## src/rtl/scan_pkg.sv

```systemverilog
package scan_pkg;
  typedef enum logic [1:0] {
    ST_IDLE = 2'd0,
    ST_CONV = 2'd1,
    ST_PUSH = 2'd2
  } seq_state_e;
endpackage

```

## src/rtl/sq_enable_reg.sv

```systemverilog
module sq_enable_reg #(
  parameter int NCH = 16
) (
  input  logic           clk,
  input  logic           rst_n,
  input  logic [NCH-1:0] set_i,
  input  logic [NCH-1:0] clr_i,
  output logic [NCH-1:0] mask_o
);
  always_ff @(posedge clk) begin
    if (!rst_n) mask_o <= '0;
    else        mask_o <= (mask_o | set_i) & ~clr_i;
  end

  // a cleared bit is off on the next cycle, even if also set
  a_r1_clear_wins: assert property (@(posedge clk) disable iff (!rst_n)
    (|clr_i) |=> ((mask_o & $past(clr_i)) == '0));
endmodule

```

## src/rtl/sq_lowest.sv

```systemverilog
module sq_lowest #(
  parameter int NCH = 16,
  parameter int CW  = 4
) (
  input  logic [NCH-1:0] vec_i,
  output logic [CW-1:0]  idx_o,
  output logic           any_o
);
  always_comb begin
    idx_o = '0;
    any_o = 1'b0;
    for (int i = NCH - 1; i >= 0; i--) begin
      if (vec_i[i]) begin
        idx_o = CW'(i);
        any_o = 1'b1;
      end
    end
  end
endmodule

```

## src/rtl/scan_sequencer.sv

```systemverilog
module scan_sequencer
  import scan_pkg::*;
#(
  parameter int NCH = 16,
  parameter int RW  = 12,
  localparam int CW = $clog2(NCH)
) (
  input  logic           clk,
  input  logic           rst_n,
  input  logic [NCH-1:0] en_set,
  input  logic [NCH-1:0] en_clr,
  output logic [NCH-1:0] en_mask,
  input  logic           dual_mode,
  input  logic           start,
  input  logic           last_trig,
  input  logic           ovr_clr,
  output logic           busy,
  output logic           overrun,
  output logic           eos,
  output logic           cnv_req,
  output logic [CW-1:0]  cnv_ch,
  input  logic           cnv_done,
  input  logic [RW-1:0]  cnv_data,
  output logic           out_valid,
  input  logic           out_ready,
  output logic [CW-1:0]  out_ch,
  output logic [RW-1:0]  out_data
);
  localparam int TOP = NCH - 1;
  localparam logic [NCH-1:0] TOP_BIT = NCH'(1) << TOP;

  seq_state_e     state_q;
  logic [NCH-1:0] en_q, remain_q, remain_nx, start_mask;
  logic           pend_q, cur_top_q, ovr_q, eos_q;
  logic [CW-1:0]  cur_ch_q, low_idx;
  logic           low_any;
  logic [RW-1:0]  res_q;
  logic           idle, accept, start_ok, launch, launch_top, pend_set;

  sq_enable_reg #(.NCH(NCH)) u_en (
    .clk    (clk),
    .rst_n  (rst_n),
    .set_i  (en_set),
    .clr_i  (en_clr),
    .mask_o (en_q)
  );

  assign idle       = (state_q == ST_IDLE);
  assign accept     = (state_q == ST_PUSH) && out_ready;
  assign start_mask = dual_mode ? (en_q & ~TOP_BIT) : en_q;
  assign start_ok   = idle && start && (|start_mask);
  assign launch     = idle || accept;
  assign launch_top = launch && pend_q;
  assign pend_set   = dual_mode && last_trig && en_q[TOP];

  // channels still owed in the current scan, after this cycle's events
  always_comb begin
    remain_nx = remain_q;
    if (accept && !cur_top_q) remain_nx[cur_ch_q] = 1'b0;
    if (start_ok)             remain_nx = start_mask;
  end

  sq_lowest #(.NCH(NCH), .CW(CW)) u_pick (
    .vec_i (remain_nx),
    .idx_o (low_idx),
    .any_o (low_any)
  );

  always_ff @(posedge clk) begin
    if (!rst_n) begin
      state_q   <= ST_IDLE;
      remain_q  <= '0;
      pend_q    <= 1'b0;
      cur_top_q <= 1'b0;
      cur_ch_q  <= '0;
      res_q     <= '0;
      ovr_q     <= 1'b0;
      eos_q     <= 1'b0;
    end else begin
      if (state_q == ST_CONV && cnv_done) begin
        res_q   <= cnv_data;
        state_q <= ST_PUSH;
      end
      if (launch) begin
        if (pend_q) begin
          state_q   <= ST_CONV;
          cur_ch_q  <= CW'(TOP);
          cur_top_q <= 1'b1;
        end else if (low_any) begin
          state_q   <= ST_CONV;
          cur_ch_q  <= low_idx;
          cur_top_q <= 1'b0;
        end else begin
          state_q   <= ST_IDLE;
        end
      end
      remain_q <= remain_nx;
      pend_q   <= (pend_q && !launch_top) || pend_set;
      if (start && !idle) ovr_q <= 1'b1;
      else if (ovr_clr)   ovr_q <= 1'b0;
      eos_q <= accept && !cur_top_q && !(|remain_nx);
    end
  end

  assign en_mask   = en_q;
  assign busy      = !idle;
  assign overrun   = ovr_q;
  assign eos       = eos_q;
  assign cnv_req   = (state_q == ST_CONV);
  assign cnv_ch    = cur_ch_q;
  assign out_valid = (state_q == ST_PUSH);
  assign out_ch    = cur_ch_q;
  assign out_data  = res_q;

  // request held with a stable channel until the converter answers
  a_r2_req_hold: assert property (@(posedge clk) disable iff (!rst_n)
    (cnv_req && !cnv_done) |=> (cnv_req && $stable(cnv_ch)));
  // a main-scan beat only for a channel still owed in this scan
  a_r3_scan_member: assert property (@(posedge clk) disable iff (!rst_n)
    (out_valid && !cur_top_q) |-> remain_q[out_ch]);
  // a start seen while busy raises overrun
  a_r5_overrun_set: assert property (@(posedge clk) disable iff (!rst_n)
    (start && busy) |=> overrun);
  // stalled beat keeps its content
  a_r6_stall_hold: assert property (@(posedge clk) disable iff (!rst_n)
    (out_valid && !out_ready) |=> (out_valid && $stable(out_ch) && $stable(out_data)));
  // end-of-scan is a single-cycle pulse
  a_r7_eos_pulse: assert property (@(posedge clk) disable iff (!rst_n)
    eos |=> !eos);
  // the top channel is requested from the trigger path only in dual mode
  a_r8_top_tagged: assert property (@(posedge clk) disable iff (!rst_n)
    (cnv_req && cur_top_q) |-> (cnv_ch == CW'(TOP)));
endmodule

```

## config.mk

```make
export PLATFORM = sky130hd
export DESIGN_NAME = scan_sequencer
export DESIGN_NICKNAME = d
export VERILOG_FILES = /design/src/rtl/scan_pkg.sv /design/src/rtl/sq_enable_reg.sv /design/src/rtl/sq_lowest.sv /design/src/rtl/scan_sequencer.sv
export SDC_FILE = /design/constraint.sdc
export NUM_CORES = 1
export LEC_CHECK = 0
export ABC_AREA = 1
export BUFFER_PORTS_ARGS = -buffer_cell sky130_fd_sc_hd__buf_2
export CAP_MARGIN = 20
export CORE_MARGIN = 3
export CORE_UTILIZATION = 50
export CTS_BUF_LIST = sky130_fd_sc_hd__clkbuf_4
export DETAILED_ROUTE_END_ITERATION = 10
export MAX_ROUTING_LAYER = met4
export PLACE_DENSITY_LB_ADDON = 0.2
export SYNTH_ARGS = -nofsm -noshare
export SYNTH_HDL_FRONTEND = slang
export SYNTH_SLANG_ARGS = --single-unit
```

## constraint.sdc

```tcl
create_clock -name clk -period 2.7 [get_ports clk]
set_clock_uncertainty 0.2 [all_clocks]
set_input_delay 0.27 -clock clk [delete_from_list [all_inputs] [get_ports clk]]
set_output_delay 0.27 -clock clk [all_outputs]
set_load 0.1 [all_outputs]
```

==> results of run 1 <==
placed cells by master (no fill, tap or decap), types with 2 or more instances in the layout:
cell,instances
sky130_fd_sc_hd__a21oi_1,21
sky130_fd_sc_hd__a31oi_1,2
sky130_fd_sc_hd__buf_2,92
sky130_fd_sc_hd__buf_4,8
sky130_fd_sc_hd__clkbuf_4,5
sky130_fd_sc_hd__clkinv_2,2
sky130_fd_sc_hd__dfxtp_1,35
sky130_fd_sc_hd__dfxtp_2,18
sky130_fd_sc_hd__dlygate4sd3_1,46
sky130_fd_sc_hd__inv_1,36
sky130_fd_sc_hd__inv_2,4
sky130_fd_sc_hd__nand2_1,55
sky130_fd_sc_hd__nand2_2,6
sky130_fd_sc_hd__nand2_4,2
sky130_fd_sc_hd__nand3_1,21
sky130_fd_sc_hd__nand3_2,2
sky130_fd_sc_hd__nand4_1,2
sky130_fd_sc_hd__nor2_1,51
sky130_fd_sc_hd__nor2_2,4
sky130_fd_sc_hd__nor2_4,3
sky130_fd_sc_hd__nor3_1,18
sky130_fd_sc_hd__o211ai_1,10
sky130_fd_sc_hd__o211ai_2,2
sky130_fd_sc_hd__o21ai_0,2
sky130_fd_sc_hd__o21ai_1,10
critical path: cells and delay by family, from the launching register on:
kind                   cells  cell delay, ns
AOI/OAI and AO/OA          4            0.60
DFF                        1            0.38
buffers and inverters      1            0.07
and+or+nand+nor            9            1.20
path summary, 6_finish.rpt:
| path | to | cells past startpoint | startpoint | slack [ns] |
|---|---|---|---|---|
| max | cnv_ch[0] | 14 | state_q[0] | 0.14 |
| min | state_q[1] | 4 | out_ready | 0.04 |
| max reg2reg | cnv_ch[0] | 14 | state_q[0] | 0.14 |
| min reg2reg | out_data[5] | 2 | out_data[5] | 0.27 |
registers in the layout (all words and copies together), names as in the netlist:
signal and count:
remain_q 16, u_en.mask_o 16, out_data 12, cnv_ch 4
state_q 2, cur_top_q 1, eos 1, overrun 1
pend_q 1
cell usage after synthesis, types with 2 or more instances:
library cell               number  share of area (%)
sky130_fd_sc_hd__nor2_1        53                8.1
sky130_fd_sc_hd__nand3_1       23                4.7
sky130_fd_sc_hd__buf_4          5                1.5
sky130_fd_sc_hd__o21ai_1       11                2.3
sky130_fd_sc_hd__nand2_2        4                1.0
sky130_fd_sc_hd__o211ai_2       2                1.0
sky130_fd_sc_hd__a31oi_1        2               0.51
sky130_fd_sc_hd__nor2_4         2               0.92
sky130_fd_sc_hd__nor3_1        18                3.7
sky130_fd_sc_hd__dfxtp_1       54                 44
sky130_fd_sc_hd__o211ai_1      10                3.1
sky130_fd_sc_hd__nand2_1       58                8.9
sky130_fd_sc_hd__inv_2          5               0.77
sky130_fd_sc_hd__o21ai_0        2               0.41
sky130_fd_sc_hd__nand4_1        2               0.51
sky130_fd_sc_hd__inv_1         36                5.5
sky130_fd_sc_hd__clkbuf_1       7                1.1
sky130_fd_sc_hd__a21oi_1       21                4.3
sky130_fd_sc_hd__nor2_2         3               0.77
final cells by class:
cell class | count | area (sq um)
repair buffers | 146 | 981
well taps | 65 | 81.3
inverters | 41 | 156
clock buffers | 5 | 37.5
fillers | 305 | 945
clock inverters | 3 | 40.0
flip-flops and latches | 54 | 1110
multi-input cells | 225 | 1190
per-layer routing:
layer  wire length [um]  track usage (%)
met5                  0                -
met4                 97             8.15
met3                451             4.86
met2               3540             41.8
met1               3190             33.6
cell families (layout without fill, tap and decap cells):
group | Yosys count | in the layout | synth area share, %
flip-flops | 54 | 54 | 44.2
buffers and inverters | 55 | 195 | 9.52
AO/OA/AOI/OAI | 53 | 53 | 13.8
AND/OR/NAND/NOR | 171 | 172 | 32.5
metrics by stage:
stage               area (sq um)  utilization, %  hold WS [ns]
floorplan                   2470               -         0.142
finish                      3590            79.2        0.0360
CTS                         3490            77.1       0.00240
detailed placement          2960            65.2         0.229
global route                3590            79.2        0.0168
global placement            2960            65.2         0.226
power groups by stage:
| stage | sequential, mW | combinational, mW | clock (mW) |
|---|---|---|---|
| floorplan | 1.35 | 0.752 | 0 |
| CTS | 0.955 | 1.37 | 0.447 |
| finish | 0.961 | 1.45 | 0.439 |
| detailed placement | 0.972 | 1.32 | 0 |
| global route | 0.975 | 1.54 | 0.482 |
| global placement | 0.969 | 1.31 | 0 |
timing repair:
| item | in CTS | in global routing |
|---|---|---|
| hold endpoints to repair | 29 | 0 |
| hold buffers | 46 | 0 |
| setup buffers | 0 | 5 |
| resized for setup | 0 | 13 |
| endpoints found under the setup margin | 0 | 4 |
==> results list, run 1 <==
- Before antenna repair, the detailed router went through 4 iterations.
* Share of flip-flops with an asynchronous set or reset after synthesis: 0%
- Distinct cells, synth: 34
* Flip-flop cell with the highest count after synthesis: sky130_fd_sc_hd__dfxtp_1
- Number of nets in the finished design: about 530
- Sequential elements use 44.2% of the synthesized area.
* Relative contribution of sequential cells to total power: roughly a third
- The final count of hold timing violations came to 0.
- Counting stages on the worst path, the most repeated cell is sky130_fd_sc_hd__nor2_1.
* Clock root cell: sky130_fd_sc_hd__clkbuf_4
* Global route overflow: 0
* Kind of start point of the critical path: flop
- Clock tree from TritonCTS: built
* Pwr per Cell Area: 794 mW/mm^2
- For this run, the total global-route usage over all layers was measured as about a quarter.
- STA puts the critical path data arrival time at 2.62 ns.
- Switching power of the nets: 1.44 mW
- Die area: ~0.0058 sq mm
- After layout, the worst setup slack is 0.142 ns.
* Detailed Route WL: about 7.3 mm
- The detailed router finished its first iteration with 126 violations.
- Initial Utilization: 53.9%
* Net count of the mapped netlist: 385
- The worst setup path is of the reg -> reg kind.
- In this run the worst hold path is classified as in -> reg.
* Final weighted congestion of routability-driven global placement: 0.849
- Post-synthesis cell count: between 300 and 400
* Routed length per instance: 13.5 um
- IO Count: 93
- H-tree levels: 2
* Seq cells post-synth: 54
- Detailed placement finished with a half-perimeter wire length of around 4.4 mm.
- Slew Viols, Final: 0
- After detailed routing, the number of remaining DRC violations is 0.
- Initial antenna violation count: 0
* Maximum buffer depth of the clock tree: 2
- Chip height: 75.9 um
* Result of the run: finished clean
- Number of max-cap violations: 0
* Filler-free cell count of the finished design: ~540
- After clock tree synthesis, the clock-pin slew on the worst setup and hold paths is ~0.15 ns.
- The largest single stage delay on the critical path is around 0.38 ns.
- The clock network is responsible for 15.4% of the overall power.
- Crit share post-route: roughly 95%
* Top achievable clock speed: 391 MHz
* Slowest-stage cell, CP: sky130_fd_sc_hd__dfxtp_4
* Total Power: about 2.8 mW
* DP Worst Slack: 0.159 ns
- The detail route stage leaves a number of antenna-violating nets equal to 0.
- Largest net degree at the start of global routing: 31
* Top fanout value on the critical path: 5
* Critical-path cell list: inv_4 -> nand2_4 -> nor3_4 -> nand3_2 -> o211ai_1 -> o21ai_1 -> nor2_1 -> nand2_2 -> nor2_4 -> nand4_4 -> o21ai_4 -> nor2_1 -> nand2_1 -> a21oi_2
* Number of flops mapped to enable cells by yosys: 0
- For this design the static power due to leakage is 1.69 nW.
* Area added between synthesis and finish: 46.9%
- Total clock sinks: 54
- The via count of the first global-routing pass is 2527.
- TNS Setup: 0 ns
- Share of total power in combinational logic: 50.9%
* Number of synthesis warnings: 0
* Pin slew with the least headroom to its limit: 0.555 ns
- Vias per inst: 4.96
- For the finished layout, the period the worst path requires is between 2 and 3 ns.
* Max-slew headroom: between 60 and 70%
- IR analysis of the VDD net gives a maximum drop of 0.584 mV.
- Detailed routing inserted a total of 2675 vias.
- The cell area that synthesis handed to floorplanning was ~0.0024 sq mm.
* Critical Path RT: 2.76 ns
* Number of inserted diodes: 0
- Core Box Area: 0.00453 sq mm
- Of the cells placed in the final design, the portion with a size suffix greater than 1 is 34.0%.
- Post-synthesis average cell area: 7.34 sq um
- The first global-routing pass estimated 12.0 mm of wire.
- In this run, placement finished with an instance count of 479.
- Final setup viols: 0
* Clock latency on the worst-skew pair: between 0.3 and 0.4 ns
- The internal power of the cells totals 1.41 mW.
- Input/output buffers: just over 90
- Of the total power, the share spent switching nets is 50.5%.
- Num CTS Buffers: 5
- Element type at the critical path end: flop
* Chip width: 75.9 um
- # rows: 24
No activity file was read; power rests on OpenSTA's default activity.
==> run 2: changes to the inputs <==
CELL_PAD_IN_SITES_DETAIL_PLACEMENT = 0   (was default)
CELL_PAD_IN_SITES_GLOBAL_PLACEMENT = 1   (was default)
CORE_UTILIZATION = 32   (was 50)
clock period = 2.1 ns   (was 2.7 ns; I/O delays follow)
==> results list, run 2 (synthesized netlist as in run 1, its figures left out) <==
* Classification of the worst setup path: reg -> reg
* Global route overflow: 0
* # rows: 31
* Reg clk slew, reported paths: 0.16 ns
* Detail Placement HPWL: 5.07 mm
* Post-route minimum period: about 2.4 ns
- The tool flagged a number of max-cap violations equal to 0.
- Vias: 2904
* Core occupancy in the finished layout: 58.0%
- Pwr per Cell Area: 919 mW/mm^2
- Critical-path cell list: inv_4 -> nand2_4 -> nor3_4 -> nand3_2 -> o211ai_1 -> o21ai_1 -> nor2_2 -> nand2_2 -> nor2_4 -> nand4_4 -> o21ai_4 -> buf_4 -> a21oi_1
- Global-route wire length before repair: 12.5 mm
* Result of the run: finished with violations
- Top fanout value on the critical path: 4
* Critical Path RT: 2.18 ns
- Capture endpoint of the worst hold path: out_data[7]
- After the last flow step, the layout net total stands at 597.
* Clock latency on the worst-skew pair: 0.38 ns
- The finished cells cover 0.00426 sq mm.
- The tree built by TritonCTS fans out to 54 sinks.
- In this run the register-to-register setup slack is -0.32 ns.
- Initial antenna violation count: 0
- Counting the fill cells in the layout gives 687.
- The worst setup path is launched from a flop.
- The final count of hold timing violations is 0.
- Maximum buffer depth of the clock tree: 2
* Element type at the critical path end: flop
* Remaining design rule violation count: 0
* Hold path cells: 3
- Crit path arrival time: 2.49 ns
- The detailed router finished its first iteration with 110 violations.
- Violated checks: negative setup slack
- Final weighted congestion of routability-driven global placement: 0.765
* Num CTS Buffers: 5
- The slowest stage of the critical path belongs to the cell sky130_fd_sc_hd__dfxtp_2.
- The post-route netlist has 41.9% of its cells at a drive strength greater than 1.
- The worst register-to-register path ends at state_q[0].
- P_leak: around 2.0 nW
* Top achievable clock speed: 414 MHz
- The largest single stage delay on the critical path is 0.37 ns.
* Commonest non-fill, non-tap cell in the layout: sky130_fd_sc_hd__buf_2
* Number of cell instances on the worst register-to-register path: 13
- Routed length per instance: 11.7 um
* Core Box Area: between 0.007 and 0.008 sq mm
- Input/output buffers: 92
- Area added between synthesis and finish: 74.1%
- Setup violations remaining at the end of the flow were counted as 7.
* Top library cells by usage in the layout, fill and taps aside: 91 x sky130_fd_sc_hd__buf_2, 64 x sky130_fd_sc_hd__buf_4, 59 x sky130_fd_sc_hd__dlygate4sd3_1
- Dividing the detail-routed via count by the number of cells gives 4.50.
* Unrepaired setup endpoints after global routing: yes
- Hold path startpoint: cnv_done
* Max-slew headroom: about 67%
- Sequential cell area: about 0.0011 sq mm
- The final max-slew violation count came to 0.
- The worst register-to-register path begins at state_q[0].
- The routed design has 7.57 mm of wire.
- # placed instances: 567
* Largest vdd supply drop: 0.316 mV
- Across every metal layer, demand over resource in global routing totals between 10% and 20%.
- Initial Utilization: 33.3%
- The via count of the first global-routing pass is between 2000 and 3000.
- Filler-free cell count of the finished design: between 600 and 700
* Clock root cell: sky130_fd_sc_hd__clkbuf_4
- Crit share post-route: 115%
* Pin slew with the least headroom to its limit: about 0.5 ns
- The kind of cell with the highest combined delay along the critical path is simple AND/OR/NAND/NOR gates.
* IO Count: 93
- Chip height: a little over 90 um
- After detailed placement, the total cell area comes to 0.00345 sq mm.
* Least setup slack across all paths after layout: -0.315 ns
- The worst hold path belongs to the class in -> reg.
- Chip width: 93.4 um
* Worst-case hold slack: around 0.022 ns
- Clock tree from TritonCTS: built
- Number of buffer and inverter instances along the worst setup path: 2
* TNS Setup: -1.94 ns
- Summing all multi-input logic gate instances after layout gives 0.00123 sq mm.
* Die area: approximately 0.0087 sq mm
- Detailed-routing iteration count for the pre-antenna-repair pass: 4
- The repair_antennas step left the layout with diodes totalling 0.
* Largest net degree at the start of global routing: 44
- The clock tree synthesis step divided the H-tree into 2 levels.
- Once detail routing completed, the nets flagged for antenna violations numbered 0.
[run 2: final cells by class]
cell class | instances | share of cell area (%)
Clock buffer | 5 | 0.882
Inverter | 41 | 3.73
Tap cell | 99 | 2.91
Clock inverter | 3 | 0.470
Timing Repair Buffer | 217 | 37.1
Sequential cell | 54 | 26.1
Multi-Input combinational cell | 226 | 28.9
[run 2: worst register-to-register path: cells and delay by family (launching register included)]
family / cells / cell delay (ns)
AND/OR/NAND/NOR: 7 / 0.96
AO/OA/AOI/OAI: 4 / 0.57
flip-flops: 1 / 0.37
buffers and inverters: 2 / 0.20
[run 2: where the power goes]
part,internal (mW),switching [mW]
Combinational,0.701,1.54
Clock,0.132,0.338
Sequential,1.13,0.0711
[run 2: per-layer routing]
layer	track usage, %	part of all wire [%]
met3	2.90	4.6
met5	-	0
met4	4.52	0.95
met1	23.4	46
met2	30.3	48
[run 2: timing repair]
item | CTS | global route
cloned | 2 | 0
setup endpoints to repair | 7 | 7
pin swaps | 3 | 13
resized for setup | 9 | 12
hold endpoints to repair | 30 | 0
hold buffers | 59 | 0
buffers inserted | 5 | 4
[run 2: through the flow]
step	total power [mW]	setup WS [ns]
2_1_floorplan	2.72	-0.523
3_3_place_gp	3.20	-0.343
3_5_place_dp	3.21	-0.329
4_1_cts	3.86	-0.293
5_1_grt	4.13	-0.465
6_report	3.91	-0.315
[run 2: worst max path at each step]
stage                           from         end  slack, ns  cells past startpoint
final                     state_q[0]  state_q[0]      -0.32                     13
after global routing      state_q[0]   cnv_ch[0]      -0.47                     21
after CTS                 state_q[0]   cnv_ch[0]      -0.29                     14
after detailed placement  state_q[0]   cnv_ch[0]      -0.33                     14
after global placement    state_q[0]   cnv_ch[0]      -0.34                     14
after floorplan           state_q[1]   cnv_ch[0]      -0.52                     14
